File: config.mk
export PLATFORM = sky130hd
export DESIGN_NAME = audio_rx_dma
export DESIGN_NICKNAME = d
export VERILOG_FILES = /design/src/rtl/audio_dma_pkg.sv /design/src/rtl/audio_dma_fifo.sv /design/src/rtl/audio_dma_ctrl.sv /design/src/rtl/audio_dma_dp.sv /design/src/rtl/audio_rx_dma.sv
export SDC_FILE = /design/constraint.sdc
export NUM_CORES = 1
export LEC_CHECK = 0
export ABC_AREA = 1
export BUFFER_PORTS_ARGS = -buffer_cell sky130_fd_sc_hd__buf_4
export CORE_MARGIN = 5
export CORE_UTILIZATION = 48
export CTS_CLUSTER_SIZE = 25
export DETAILED_ROUTE_END_ITERATION = 10
export PLACE_DENSITY = 0.69
export RECOVER_POWER = 100
export SYNTH_ARGS = -nofsm -noshare
export SYNTH_HDL_FRONTEND = slang
export SYNTH_SLANG_ARGS = --single-unit
File: constraint.sdc
create_clock -name clk -period 6.45 [get_ports clk]
set_input_delay 1.6125 -clock clk [delete_from_list [all_inputs] [get_ports clk]]
set_output_delay 1.6125 -clock clk [all_outputs]
set_load 0.02 [all_outputs]
File: src/rtl/audio_dma_pkg.sv
package audio_dma_pkg;

  typedef enum logic [1:0] {
    ST_IDLE  = 2'd0,
    ST_RUN   = 2'd1,
    ST_DRAIN = 2'd2
  } chanState_t;

  // strobes from control to datapath/fifo
  typedef struct packed {
    logic load;    // pointer <= start, remaining <= count
    logic step;    // one word written: pointer += 4, remaining -= 4, fifo pop
    logic setIrq;  // raise transfer-end flag
    logic flush;   // discard fifo contents
  } dmaStrobe_t;

  localparam logic [1:0] REG_START  = 2'd0;
  localparam logic [1:0] REG_COUNT  = 2'd1;
  localparam logic [1:0] REG_REMAIN = 2'd2;
  localparam logic [1:0] REG_CTRL   = 2'd3;

  localparam int CTL_ACT  = 0;
  localparam int CTL_AUTO = 1;
  localparam int CTL_STOP = 2;
  localparam int CTL_IRQ  = 3;

endpackage

File: src/rtl/audio_dma_fifo.sv
module audio_dma_fifo
  import audio_dma_pkg::*;
#(
  parameter int DATA_W = 32,
  parameter int DEPTH  = 4
) (
  input  logic              clk,
  input  logic              rstN,
  input  logic              acceptEn,
  input  logic              sampleValid,
  input  logic [DATA_W-1:0] sampleData,
  output logic              sampleReady,
  input  dmaStrobe_t        strobe,
  output logic [DATA_W-1:0] headData,
  output logic              empty
);
  localparam int PTR_W = (DEPTH > 1) ? $clog2(DEPTH) : 1;
  localparam int CNT_W = $clog2(DEPTH + 1);
  localparam logic [PTR_W-1:0] LAST = PTR_W'(DEPTH - 1);

  logic [DATA_W-1:0] store [DEPTH];
  logic [PTR_W-1:0]  wrPtr, rdPtr;
  logic [CNT_W-1:0]  fill;
  logic              full, push, pop;

  assign full        = (fill == CNT_W'(DEPTH));
  assign empty       = (fill == '0);
  assign sampleReady = acceptEn && !full;
  assign push        = sampleValid && sampleReady;
  assign pop         = strobe.step;
  assign headData    = store[rdPtr];

  always_ff @(posedge clk) begin
    if (push && !strobe.flush) store[wrPtr] <= sampleData;
  end

  always_ff @(posedge clk) begin
    if (!rstN || strobe.flush) begin
      wrPtr <= '0;
      rdPtr <= '0;
      fill  <= '0;
    end else begin
      if (push) wrPtr <= (wrPtr == LAST) ? '0 : wrPtr + 1'b1;
      if (pop)  rdPtr <= (rdPtr == LAST) ? '0 : rdPtr + 1'b1;
      fill <= fill + CNT_W'(push) - CNT_W'(pop);
    end
  end

  p_fill_bound_r8: assert property (@(posedge clk) disable iff (!rstN)
    fill <= CNT_W'(DEPTH));
  p_no_pop_empty_r13: assert property (@(posedge clk) disable iff (!rstN)
    pop |-> !empty);

endmodule

File: src/rtl/audio_dma_ctrl.sv
module audio_dma_ctrl
  import audio_dma_pkg::*;
(
  input  logic       clk,
  input  logic       rstN,
  input  logic       actCmd,
  input  logic       stopCmd,
  input  logic       fifoEmpty,
  input  logic       memAck,
  input  logic       lastWord,
  input  logic       remZero,
  input  logic       countZero,
  input  logic       autoReload,
  output dmaStrobe_t strobe,
  output logic       memReq,
  output logic       acceptEn,
  output logic       running,
  output logic       draining
);
  chanState_t state, nextState;
  logic xfer;

  assign memReq   = (state != ST_IDLE) && !fifoEmpty && !remZero;
  assign xfer     = memReq && memAck;
  assign running  = (state == ST_RUN);
  assign draining = (state == ST_DRAIN);
  assign acceptEn = running;

  always_comb begin
    nextState   = state;
    strobe      = '0;
    strobe.step = xfer;
    case (state)
      ST_IDLE: begin
        if (actCmd) begin
          if (countZero) begin
            strobe.setIrq = 1'b1;
          end else begin
            strobe.load  = 1'b1;
            strobe.flush = 1'b1;
            nextState    = ST_RUN;
          end
        end
      end
      ST_RUN: begin
        if (stopCmd) begin
          nextState = ST_DRAIN;
        end else if (xfer && lastWord) begin
          strobe.setIrq = 1'b1;
          if (autoReload) strobe.load = 1'b1;
          else            nextState   = ST_IDLE;
        end
      end
      ST_DRAIN: begin
        if (!memReq) begin
          strobe.flush  = 1'b1;
          strobe.setIrq = 1'b1;
          nextState     = ST_IDLE;
        end
      end
      default: nextState = ST_IDLE;
    endcase
  end

  always_ff @(posedge clk) begin
    if (!rstN) state <= ST_IDLE;
    else       state <= nextState;
  end

  p_req_hold_r13: assert property (@(posedge clk) disable iff (!rstN)
    memReq && !memAck |=> memReq);
  p_drain_no_run_r10: assert property (@(posedge clk) disable iff (!rstN)
    state == ST_DRAIN |=> state != ST_RUN);

endmodule

File: src/rtl/audio_dma_dp.sv
module audio_dma_dp
  import audio_dma_pkg::*;
#(
  parameter int ADDR_W = 32,
  parameter int CNT_W  = 16,
  parameter int REG_W  = 32,
  parameter int BYTES  = 4
) (
  input  logic              clk,
  input  logic              rstN,
  input  logic              regWr,
  input  logic [1:0]        regAddr,
  input  logic [REG_W-1:0]  regWdata,
  output logic [REG_W-1:0]  regRdata,
  input  dmaStrobe_t        strobe,
  input  logic              running,
  input  logic              draining,
  output logic              actCmd,
  output logic              stopCmd,
  output logic              lastWord,
  output logic              remZero,
  output logic              countZero,
  output logic              autoReload,
  output logic              irqFlag,
  output logic [ADDR_W-1:0] memAddr
);
  localparam int ALIGN = $clog2(BYTES);
  localparam logic [ADDR_W-1:0] ADDR_MASK = ~ADDR_W'(BYTES - 1);
  localparam logic [CNT_W-1:0]  CNT_MASK  = ~CNT_W'(BYTES - 1);
  localparam logic [CNT_W-1:0]  CNT_STEP  = CNT_W'(BYTES);
  localparam logic [ADDR_W-1:0] ADDR_STEP = ADDR_W'(BYTES);

  logic [ADDR_W-1:0] startAddr, ptr;
  logic [CNT_W-1:0]  byteCount, remaining;
  logic ctrlWr, clrIrq;

  assign ctrlWr    = regWr && (regAddr == REG_CTRL);
  assign actCmd    = ctrlWr && regWdata[CTL_ACT];
  assign stopCmd   = ctrlWr && regWdata[CTL_STOP];
  assign clrIrq    = ctrlWr && regWdata[CTL_IRQ];
  assign lastWord  = (remaining == CNT_STEP);
  assign remZero   = (remaining == '0);
  assign countZero = (byteCount == '0);
  assign memAddr   = ptr;

  always_ff @(posedge clk) begin
    if (!rstN) begin
      startAddr  <= '0;
      byteCount  <= '0;
      autoReload <= 1'b0;
    end else if (regWr) begin
      case (regAddr)
        REG_START: startAddr  <= regWdata[ADDR_W-1:0] & ADDR_MASK;
        REG_COUNT: byteCount  <= regWdata[CNT_W-1:0] & CNT_MASK;
        REG_CTRL:  autoReload <= regWdata[CTL_AUTO];
        default: ;
      endcase
    end
  end

  always_ff @(posedge clk) begin
    if (!rstN) begin
      ptr       <= '0;
      remaining <= '0;
    end else if (strobe.load) begin
      ptr       <= startAddr;
      remaining <= byteCount;
    end else if (strobe.step) begin
      ptr       <= ptr + ADDR_STEP;
      remaining <= remaining - CNT_STEP;
    end
  end

  always_ff @(posedge clk) begin
    if (!rstN)              irqFlag <= 1'b0;
    else if (strobe.setIrq) irqFlag <= 1'b1;
    else if (clrIrq)        irqFlag <= 1'b0;
  end

  always_comb begin
    regRdata = '0;
    case (regAddr)
      REG_START:  regRdata = REG_W'(startAddr);
      REG_COUNT:  regRdata = REG_W'(byteCount);
      REG_REMAIN: regRdata = REG_W'(remaining);
      default: begin
        regRdata[CTL_ACT]  = running;
        regRdata[CTL_AUTO] = autoReload;
        regRdata[CTL_STOP] = draining;
        regRdata[CTL_IRQ]  = irqFlag;
      end
    endcase
  end

  p_step_dec_r3: assert property (@(posedge clk) disable iff (!rstN)
    strobe.step && !strobe.load |=> remaining == $past(remaining) - CNT_STEP);
  p_reload_start_r7: assert property (@(posedge clk) disable iff (!rstN)
    strobe.load |=> ptr == $past(startAddr) && remaining == $past(byteCount));
  p_irq_sticky_r11: assert property (@(posedge clk) disable iff (!rstN)
    irqFlag && !clrIrq |=> irqFlag);

  if (ALIGN < 1) begin : g_bad_align
    initial $error("BYTES must be at least 2");
  end

endmodule

File: src/rtl/audio_rx_dma.sv
module audio_rx_dma
  import audio_dma_pkg::*;
#(
  parameter int ADDR_W     = 32,
  parameter int DATA_W     = 32,
  parameter int CNT_W      = 16,
  parameter int REG_W      = 32,
  parameter int FIFO_DEPTH = 4
) (
  input  logic              clk,
  input  logic              rstN,
  input  logic              regWr,
  input  logic [1:0]        regAddr,
  input  logic [REG_W-1:0]  regWdata,
  output logic [REG_W-1:0]  regRdata,
  input  logic              sampleValid,
  input  logic [DATA_W-1:0] sampleData,
  output logic              sampleReady,
  output logic              memReq,
  output logic [ADDR_W-1:0] memAddr,
  output logic [DATA_W-1:0] memData,
  input  logic              memAck,
  output logic              irq
);
  localparam int BYTES = DATA_W / 8;

  dmaStrobe_t strobe;
  logic actCmd, stopCmd, lastWord, remZero, countZero, autoReload;
  logic running, draining, acceptEn, fifoEmpty;

  audio_dma_ctrl u_ctrl (
    .clk, .rstN, .actCmd, .stopCmd, .fifoEmpty, .memAck, .lastWord,
    .remZero, .countZero, .autoReload, .strobe, .memReq, .acceptEn,
    .running, .draining
  );

  audio_dma_dp #(.ADDR_W(ADDR_W), .CNT_W(CNT_W), .REG_W(REG_W), .BYTES(BYTES)) u_dp (
    .clk, .rstN, .regWr, .regAddr, .regWdata, .regRdata, .strobe, .running,
    .draining, .actCmd, .stopCmd, .lastWord, .remZero, .countZero,
    .autoReload, .irqFlag(irq), .memAddr
  );

  audio_dma_fifo #(.DATA_W(DATA_W), .DEPTH(FIFO_DEPTH)) u_fifo (
    .clk, .rstN, .acceptEn, .sampleValid, .sampleData, .sampleReady,
    .strobe, .headData(memData), .empty(fifoEmpty)
  );

  p_drain_end_irq_r8: assert property (@(posedge clk) disable iff (!rstN)
    $fell(draining) |-> irq);
  p_req_stable_r13: assert property (@(posedge clk) disable iff (!rstN)
    memReq && !memAck |=> $stable(memAddr) && $stable(memData));

endmodule

==> results of run 1 <==
flip-flops by register name, indices dropped and copies added (netlist names), named ones only:
| register | flops |
|---|---|
| u_dp.startAddr | 30 |
| u_fifo.wrPtr | 2 |
| u_fifo.fill | 3 |
| u_ctrl.state | 2 |
| u_fifo.rdPtr | 2 |
| u_fifo.store | 128 |
| u_dp.remaining | 14 |
| u_dp.autoReload | 1 |
| u_dp.irqFlag | 1 |
| u_dp.memAddr | 30 |
| u_dp.byteCount | 14 |
worst min-delay path by stage:
stage                                    start                         endpoint  slack [ns]  cells after the start
3_3_place_gp   u_dp.startAddr[23]$_SDFFE_PN0P_  u_dp.startAddr[23]$_SDFFE_PN0P_        0.47                      2
3_5_place_dp   u_dp.startAddr[19]$_SDFFE_PN0P_  u_dp.startAddr[19]$_SDFFE_PN0P_        0.46                      2
6_report       u_dp.startAddr[19]$_SDFFE_PN0P_  u_dp.startAddr[19]$_SDFFE_PN0P_        0.47                      2
5_1_grt        u_dp.startAddr[19]$_SDFFE_PN0P_  u_dp.startAddr[19]$_SDFFE_PN0P_        0.49                      2
2_1_floorplan  u_dp.startAddr[16]$_SDFFE_PN0P_  u_dp.startAddr[16]$_SDFFE_PN0P_        0.44                      2
4_1_cts        u_dp.startAddr[19]$_SDFFE_PN0P_  u_dp.startAddr[19]$_SDFFE_PN0P_        0.47                      2
cell usage in the layout, fill, tap and decap left out, types with 2 or more instances in the layout:
| master | netlist | layout |
|---|---|---|
| nand3b_1 | 4 | 4 |
| a21oi_1 | 59 | 59 |
| a31oi_1 | 2 | 2 |
| ha_1 | 10 | 10 |
| clkinvlp_2 | 0 | 3 |
| xnor2_1 | 5 | 5 |
| clkinv_1 | 2 | 7 |
| nor2_4 | 2 | 2 |
| nor2_1 | 213 | 210 |
| o21ai_0 | 117 | 117 |
| nor3_1 | 3 | 3 |
| edfxtp_1 | 128 | 128 |
| bufinv_16 | 0 | 4 |
| o2111ai_1 | 2 | 2 |
| o22ai_1 | 32 | 32 |
| buf_4 | 5 | 45 |
| inv_2 | 5 | 5 |
| nand3_1 | 94 | 94 |
| xor2_1 | 13 | 13 |
| clkbuf_1 | 34 | 135 |
| o21bai_1 | 2 | 2 |
| clkbuf_16 | 0 | 25 |
| nor2_2 | 3 | 6 |
| nand2_4 | 2 | 2 |
| inv_1 | 142 | 142 |
| o221ai_1 | 11 | 11 |
| dfxtp_1 | 101 | 100 |
| conb_1 | 1 | 2 |
| nand4_1 | 10 | 10 |
| nand3_2 | 2 | 2 |
| nand2_1 | 275 | 276 |
kinds of logic after synthesis:
| family | after synthesis | synth area share |
|---|---|---|
| simple gates | 612 | 0.233 |
| compound gates | 229 | 0.117 |
| flops | 229 | 0.542 |
| buf+inv | 209 | 0.0792 |
| xor+xnor | 18 | 0.0146 |
| fa+ha+maj | 11 | 0.0134 |
| other cells | 1 | 0.000346 |
| mux | 1 | 0.000924 |
synthesized netlist by cell type:
| master | n |
|---|---|
| nand3_2 | 2 |
| o211ai_2 | 1 |
| inv_2 | 5 |
| nor2_1 | 213 |
| buf_1 | 5 |
| clkinv_1 | 2 |
| buf_4 | 5 |
| buf_8 | 1 |
| o22ai_1 | 32 |
| mux2i_1 | 1 |
| nor2_4 | 2 |
| a31oi_1 | 2 |
| nand2_1 | 275 |
| or2_2 | 1 |
| nand4_1 | 10 |
| o2111ai_1 | 2 |
| clkbuf_1 | 34 |
| nand3_1 | 94 |
| nor3_1 | 3 |
| ha_1 | 10 |
| buf_6 | 4 |
| nor2_2 | 3 |
| xnor2_1 | 5 |
| conb_1 | 1 |
| o221ai_1 | 11 |
| nand2_2 | 2 |
| fa_1 | 1 |
| a21oi_1 | 59 |
| nand4_2 | 1 |
| o21ai_1 | 1 |
| o21ai_0 | 117 |
| o21bai_4 | 1 |
| buf_2 | 11 |
| o211ai_1 | 1 |
| inv_1 | 142 |
| nand3b_1 | 4 |
| nand2_4 | 2 |
| edfxtp_1 | 128 |
| dfxtp_1 | 101 |
| xor2_1 | 13 |
| o21bai_1 | 2 |
worst max-delay path, stage by stage (launching register included):
cell	delay, ns
dfxtp_2	0.31
buf_4	0.49
clkinv_1	0.84
clkbuf_1	0.74
o21ai_0	0.40
o22ai_1	0.12
clkbuf_1	0.19
power groups by stage:
stage          combinational, mW  clock [mW]  sequential (mW)
2_1_floorplan             0.0951           0             1.60
3_3_place_gp               0.173           0             1.61
3_5_place_dp               0.174           0             1.61
4_1_cts                    0.175        1.46             1.58
5_1_grt                    0.177        1.52             1.58
6_report                   0.159        1.43             1.58
final cells by class:
type | instances | area (um^2)
clock inverter | 15 | 178
clock buffer | 29 | 641
timing repair buffer | 177 | 837
fill | 2148 | 9880
tap | 285 | 357
multi-input combinational | 873 | 4120
inverter | 149 | 559
sequential | 229 | 5870
per-layer routing:
| metal | wire length (um) | up-vias | GRT usage |
|---|---|---|---|
| met1 | 12500 | 4229 | 0.286 |
| met2 | 12800 | 311 | 0.344 |
| met3 | 2190 | 46 | 0.0441 |
| met4 | 680 | 0 | 0.0579 |
| li1 | - | 4608 | - |
| met5 | 0 | - | 0 |
==> run summary, run 1 <==
Clock-pin slew was measured on the worst setup and hold paths at 0.06 ns. The final setup TNS came out at 0 ns. The number of detailed-routing iterations run before antenna repair is 5.

Clock tree synthesis selected as its root buffer the cell clkbuf_16. On the final layout, the worst hold slack is 0.468 ns. The peak supply drop came out at 0.222 mV.

The maximum fanout along the worst path is 65. The post-route fraction of the period consumed by the critical path is 0.812. The worst min-delay path category is flop to flop. For this run, the share of the core covered by cells in the final layout is 0.560. The synthesized netlist occupies a cell area of 10800 um^2.

The unique cell type count in the Yosys netlist is 41. After floorplanning, the core was divided into 55 placement rows. Max-cap violations in this run came to 5. The number of warnings issued by yosys is 0. The final routed wirelength across all metal layers came out at roughly 28000 um. The number of instances resized during post-cts repair came out at 0. The checks that failed: max-capacitance violations, max-slew violations.

The pre-CTS worst setup slack is 1.82 ns. The gate count of the mapped netlist is 1310. The post-layout worst setup margin is 1.22 ns.

The final RePlAce weighted congestion is 0.910. The total setup violations reported at the end of the flow is 0. The horizontal extent of the die is around 160 um.

Of the cells placed in the final design, the portion with a size suffix greater than 1 is 0.0707. Of the synthesized area, sequential elements account for 0.542. The source-to-sink clock delay at the later pin of the worst-skew pair came out at ~0.51 ns.

Counting cells, the worst reg-to-reg path comes to 14. The DRC violations left came out at 0. The count of hold-fix buffers inserted at cts is 0. Compared with the post-synthesis result, the final layout area differs by 15.9%. Entering global routing, the biggest net connects between 80 and 90 pins.

The clock period minus worst slack came out at between 5 and 6 ns. The max-slew violation count came to 219. The data required time at the worst endpoint is 4.84 ns. The relative contribution of sequential cells to total power came out at 0.498. The launching point of the worst reg2reg path is u_dp.remaining[2]$_SDFFE_PN0P_. The worst setup path is captured at an output pin. The cell leakage power came out at about 4.8 nW. The combinational share of power came out at 0.050. After detailed placement, the total cell area comes to 12200 um^2. The count of routing violations after the opening detailed-route iteration is 788.

0 antenna diodes ended up in the layout. The HPWL after detailed placement came out at 19200 um. The worst setup path is launched from a flop. The initial antenna violation count is 0.

The summed area of non-filler cells in the final layout is approximately 13000 um^2. The last element of the critical path is memData[15]. During I/O placement, the number of pins put on the boundary was 170. The flip-flop and latch count after synthesis came out at 229. The total number of H-tree levels is 1.

The internal cell power came out at 2.48 mW. The tightest slew margin relative to the limit came out at -1.24. The post-detailed-route via-to-cell ratio is 5.23. In the global route stage, overall resource usage came out at 0.210. The count of port buffers added during placement came out at roughly 170. The maximum clock path buffer count is 3. The capture instance of the worst register-to-register path is u_fifo.fill[2]$_SDFF_PP0_. The library cell with the largest summed area after synthesis is edfxtp_1.

The total clock sinks came out at 229. The final count of hold timing violations came out at 0. The register-to-register path setup slack came out at 2.69 ns. The number of cells after detailed placement is 1713.

The startpoint-to-endpoint class of the critical path is flop to output pin. The run finished, with violations left. Clock tree synthesis inserted a total of 25 buffers. The setup clock skew after layout is between 0.01 and 0.015 ns. Power comes to roughly 3.2 mW. Buffers added to address setup during post-CTS repair amount to 0. TritonCTS built the clock tree.

The share of synthesized area in the top cell type comes to 0.355. The initial standard-cell utilization of the core came out at 0.483. The area inside the core boundary is 22400 um^2.

The highest attainable clock frequency is 191 MHz. The average wire per cell in the routed design came out at approximately 16 um. The fraction of power spent switching nets is 0.217. For the pin with the worst max-slew slack, the measured transition is 3.35 ns. A synthesized cell averages 8.27 um^2. The global-route wire length before repair is roughly 44000 um.

By area the synthesized netlist is led by edfxtp_1, dfxtp_1, nand2_1, nor2_1, o21ai_0. In this run the power spent charging and discharging nets is 0.689 mW. Setup repair after global routing left no endpoint under its margin. The total die area came out at approximately 26000 um^2. The clock share of power is 0.452. The number of nets in the finished design is ~1500.

The die is 160 um tall. The data arrival time at the worst-slack endpoint came out at 3.62 ns. The power per standard cell area is 252 nW/um^2.

The total overflow left after global routing is 0. The final standard cell count with taps included and fillers excluded is ~1800. The number of global-route vias before repair is 8595.

The number of nets still failing antenna checks after routing came out at 0. Detailed routing inserted a total of just over 9000 vias.
No activity file was read; power rests on OpenSTA's default activity.
==> inputs of run 2 (changes only) <==
Settings changed: PLACE_DENSITY 0.69 to 0.72.
Clock period 6.45 ns to 4.59 ns, I/O delays scaled along.
==> run 2 against run 1 <==
The flow still finishes with violations (max-capacitance violations, max-slew violations). Core utilization shrank 0.15 points. Via count grew 1.4%. Design area shrank 0.26%. Register-to-register slack lost 1.7 ns. Critical path type is now input port to flop.
==> run summary, run 2 (synthesized netlist as in run 1, its figures left out) <==
The multi-input combinational cell area is 4110 um^2 (-0.18%). The final routed wirelength across all metal layers is 28800 um (+2.0%). The signed area change from the synthesized netlist to the final layout came out at 15.6%.

The setup clock skew after layout came out at 0.0104 ns (-0.00207 ns). The DRC violations left was 0 (unchanged). The final setup TNS came out at 0 ns (unchanged). The I/O pin count came out at 170 (unchanged). The launching point of the worst reg2reg path is u_dp.remaining[2]$_SDFFE_PN0P_. The initial antenna violation count is 0 (unchanged). The number of cells after detailed placement came out at 1713 (unchanged). The endpoint type of the worst setup path is a flop.

The fill cell instance count of the final layout is 2144 (-0.19%). The transition time at the pin with the least slew margin is 2.13 ns (-1.22 ns). The post-detailed-route via-to-cell ratio was 5.31 (+1.4%).

The number of global-route vias before repair was 8954 (+4.2%). The source-to-sink clock delay at the later pin of the worst-skew pair came out at 0.51 ns (about the same). The cell leakage power is 4.74 nW (-0.14%).

The clock period minus worst slack is 3.93 ns. The area inside the core boundary came out at 22400 um^2 (unchanged). The tightest slew margin relative to the limit came out at -0.422 (+0.814). The share of final-layout standard cells stronger than drive strength 1 is 0.0734 (+0.00272). The depth of the worst register-to-register path is 10 (-4). The number of buffers inserted to repair setup after CTS was 0 (unchanged). The initial standard-cell utilization of the core came out at 0.483 (unchanged).

The total die area is 25700 um^2 (unchanged). In the finished design, the share of the clock period the worst path needs comes to 0.856. Setup repair after global routing left no endpoint under its margin.

The final standard cell count with taps included and fillers excluded is 1757 (unchanged). The data arrival time at the worst-slack endpoint is 4.33 ns (+0.71 ns). The count of port buffers added during placement came to 167 (unchanged). The total clock buffers created by CTS was 24 (-4.0%). The worst min-delay path category is flop to flop. CTS placed an instance of clkbuf_16 at the clock tree root. The kind of cell with the highest combined delay on the critical path is simple AND/OR/NAND/NOR gates. The total via count in the routed design is 9325 (+1.4%).

The count of cell instances traversed by the critical path is 11 (+5). The average wire per cell in the routed design came out at 16.4 um (+2.0%). The global-route wire length before repair is 45800 um (+3.7%). The most frequent standard cell in the layout excluding fill and tap cells is nand2_1. The capture instance of the worst register-to-register path is u_dp.remaining[2]$_SDFFE_PN0P_.

The number of max-capacitance violations reported is 6 (+1). The number of antenna diodes is 0 (unchanged). The total setup violations reported at the end of the flow came to 0 (unchanged). The buffering stage count on the worst path with inverters included is 3 (-1). The number of placement rows is 55 (unchanged). The pre-CTS worst setup slack came to 0.893 ns (-0.922 ns). The top cell types in the final layout, fill and taps aside, are nand2_1, nor2_1, inv_1. The number of detailed-routing iterations run before antenna repair was 5 (unchanged). The final RePlAce weighted congestion is 0.940 (+3.3%). The count of hold-fix buffers inserted at cts came to 0 (unchanged). The number of nets in the finished design came to 1536 (-0.065%).

The peak supply drop came out at 0.202 mV (-9.2%). The maximum number of pins on one net before global-route repair is 87 (unchanged). The register area came out at 5870 um^2 (about the same). The die span in y is 160 um (unchanged).

The total clock sinks came out at 229 (unchanged). The checks that failed: max-capacitance violations, max-slew violations. The overall routing resource usage came to 0.217 (+0.00667). The horizontal extent of the die is 160 um (unchanged).

The power per standard cell area is 347 nW/um^2 (+38%). The most critical setup path has its startpoint at regAddr[1]. The final count of hold timing violations is 0 (unchanged). The CTS tree is built. The total number of H-tree levels is 1 (unchanged).

The HPWL after detailed placement came out at 19600 um (+1.9%). The highest attainable clock frequency is 254 MHz. The maximum clock path buffer count came out at 3 (unchanged).

The master of the slowest instance on the critical path is nand2_1. The count of routing violations after the opening detailed-route iteration came out at 776 (-1.5%). The maximum fanout along the worst path came out at 43 (-34%). The total global routing overflow came out at 0 (unchanged). The register-to-register path setup slack came out at 1.04 ns (-1.65 ns).

The run finished, with violations left. The number of instances resized during post-cts repair is 0 (unchanged). Walking the worst path, the cells encountered are clkbuf_1, nand2_1, inv_1, nand3_1, nand2_1, nor2_1, nand4_2, nand2_1, inv_1, o21ai_0, nor2_1. The clock slew at the register clock pins of the worst setup and hold paths came out at 0.07 ns (about the same). The critical path is of the input port to flop type. The data required time at the worst endpoint is 4.99 ns (+0.15 ns). Among the stages of the critical path, the cell type that occurs most often is nand2_1. The worst setup path is launched from an input port. The post-layout worst setup margin came to 0.660 ns (-0.555 ns). The last element of the critical path is u_dp.remaining[2]$_SDFFE_PN0P_. The number of nets still failing antenna checks after routing came out at 0 (unchanged).

The max-slew violation count is 263 (+20%). The largest incremental delay on the critical path came out at 1.26 ns (+0.42 ns). The flip-flop count of the largest register, all copies and words added is 128 (unchanged). Ranked by flip-flop count, first place goes to u_fifo.store.
==> run 2: per-layer routing <==
metal / wire, um / vias up / track usage
met5: 0 / - / 0
met4: 662 / 0 / 0.0610
met3: 2350 / 50 / 0.0477
met2: 13300 / 371 / 0.363
met1: 12500 / 4301 / 0.285
li1: - / 4603 / -
==> run 2: how the worst min path moves through the flow <==
stage,from,end,slack [ns],depth (start not counted)
final,u_dp.startAddr[18]$_SDFFE_PN0P_,u_dp.startAddr[18]$_SDFFE_PN0P_,0.47,2
after global routing,u_dp.startAddr[22]$_SDFFE_PN0P_,u_dp.startAddr[22]$_SDFFE_PN0P_,0.50,2
after CTS,u_dp.startAddr[17]$_SDFFE_PN0P_,u_dp.startAddr[17]$_SDFFE_PN0P_,0.47,2
after detailed placement,u_dp.startAddr[17]$_SDFFE_PN0P_,u_dp.startAddr[17]$_SDFFE_PN0P_,0.46,2
after global placement,u_dp.startAddr[16]$_SDFFE_PN0P_,u_dp.startAddr[16]$_SDFFE_PN0P_,0.47,2
after floorplan,u_dp.startAddr[16]$_SDFFE_PN0P_,u_dp.startAddr[16]$_SDFFE_PN0P_,0.44,2
==> run 2: layout make-up <==
cell class	instances	share of cell area
inverter	149	0.0447
multi-input combinational	873	0.328
clock buffer	32	0.0561
clock inverter	12	0.00749
tap	285	0.0285
timing repair buffer	177	0.0667
sequential	229	0.468
==> run 2: per-stage QoR <==
| stage | utilization | power, mW | cell area (um^2) | hold WS, ns |
|---|---|---|---|---|
| after detailed placement | 0.545 | 2.50 | 12200 | 0.464 |
| after global routing | 0.558 | 4.50 | 12500 | 0.498 |
| after global placement | 0.545 | 2.50 | 12200 | 0.466 |
| final | 0.558 | 4.35 | 12500 | 0.468 |
| after floorplan | - | 2.39 | 10800 | 0.444 |
| after CTS | 0.581 | 4.42 | 13000 | 0.473 |
==> run 2: worst reg2reg max path: stages (launching register included) <==
cell	delay, ns
dfxtp_1	0.33
inv_1	0.10
ha_1	0.26
nand3_2	0.11
nor2_1	0.11
a21oi_1	0.22
nand4_2	0.40
nand2_1	1.27
inv_1	0.31
o21ai_0	0.25
nor2_1	0.07
==> run 2: power breakdown <==
group          internal, mW  switching, mW  total (mW)
Sequential             2.19         0.0239        2.22
Combinational        0.0723          0.153       0.225
Clock                  1.13          0.779        1.91
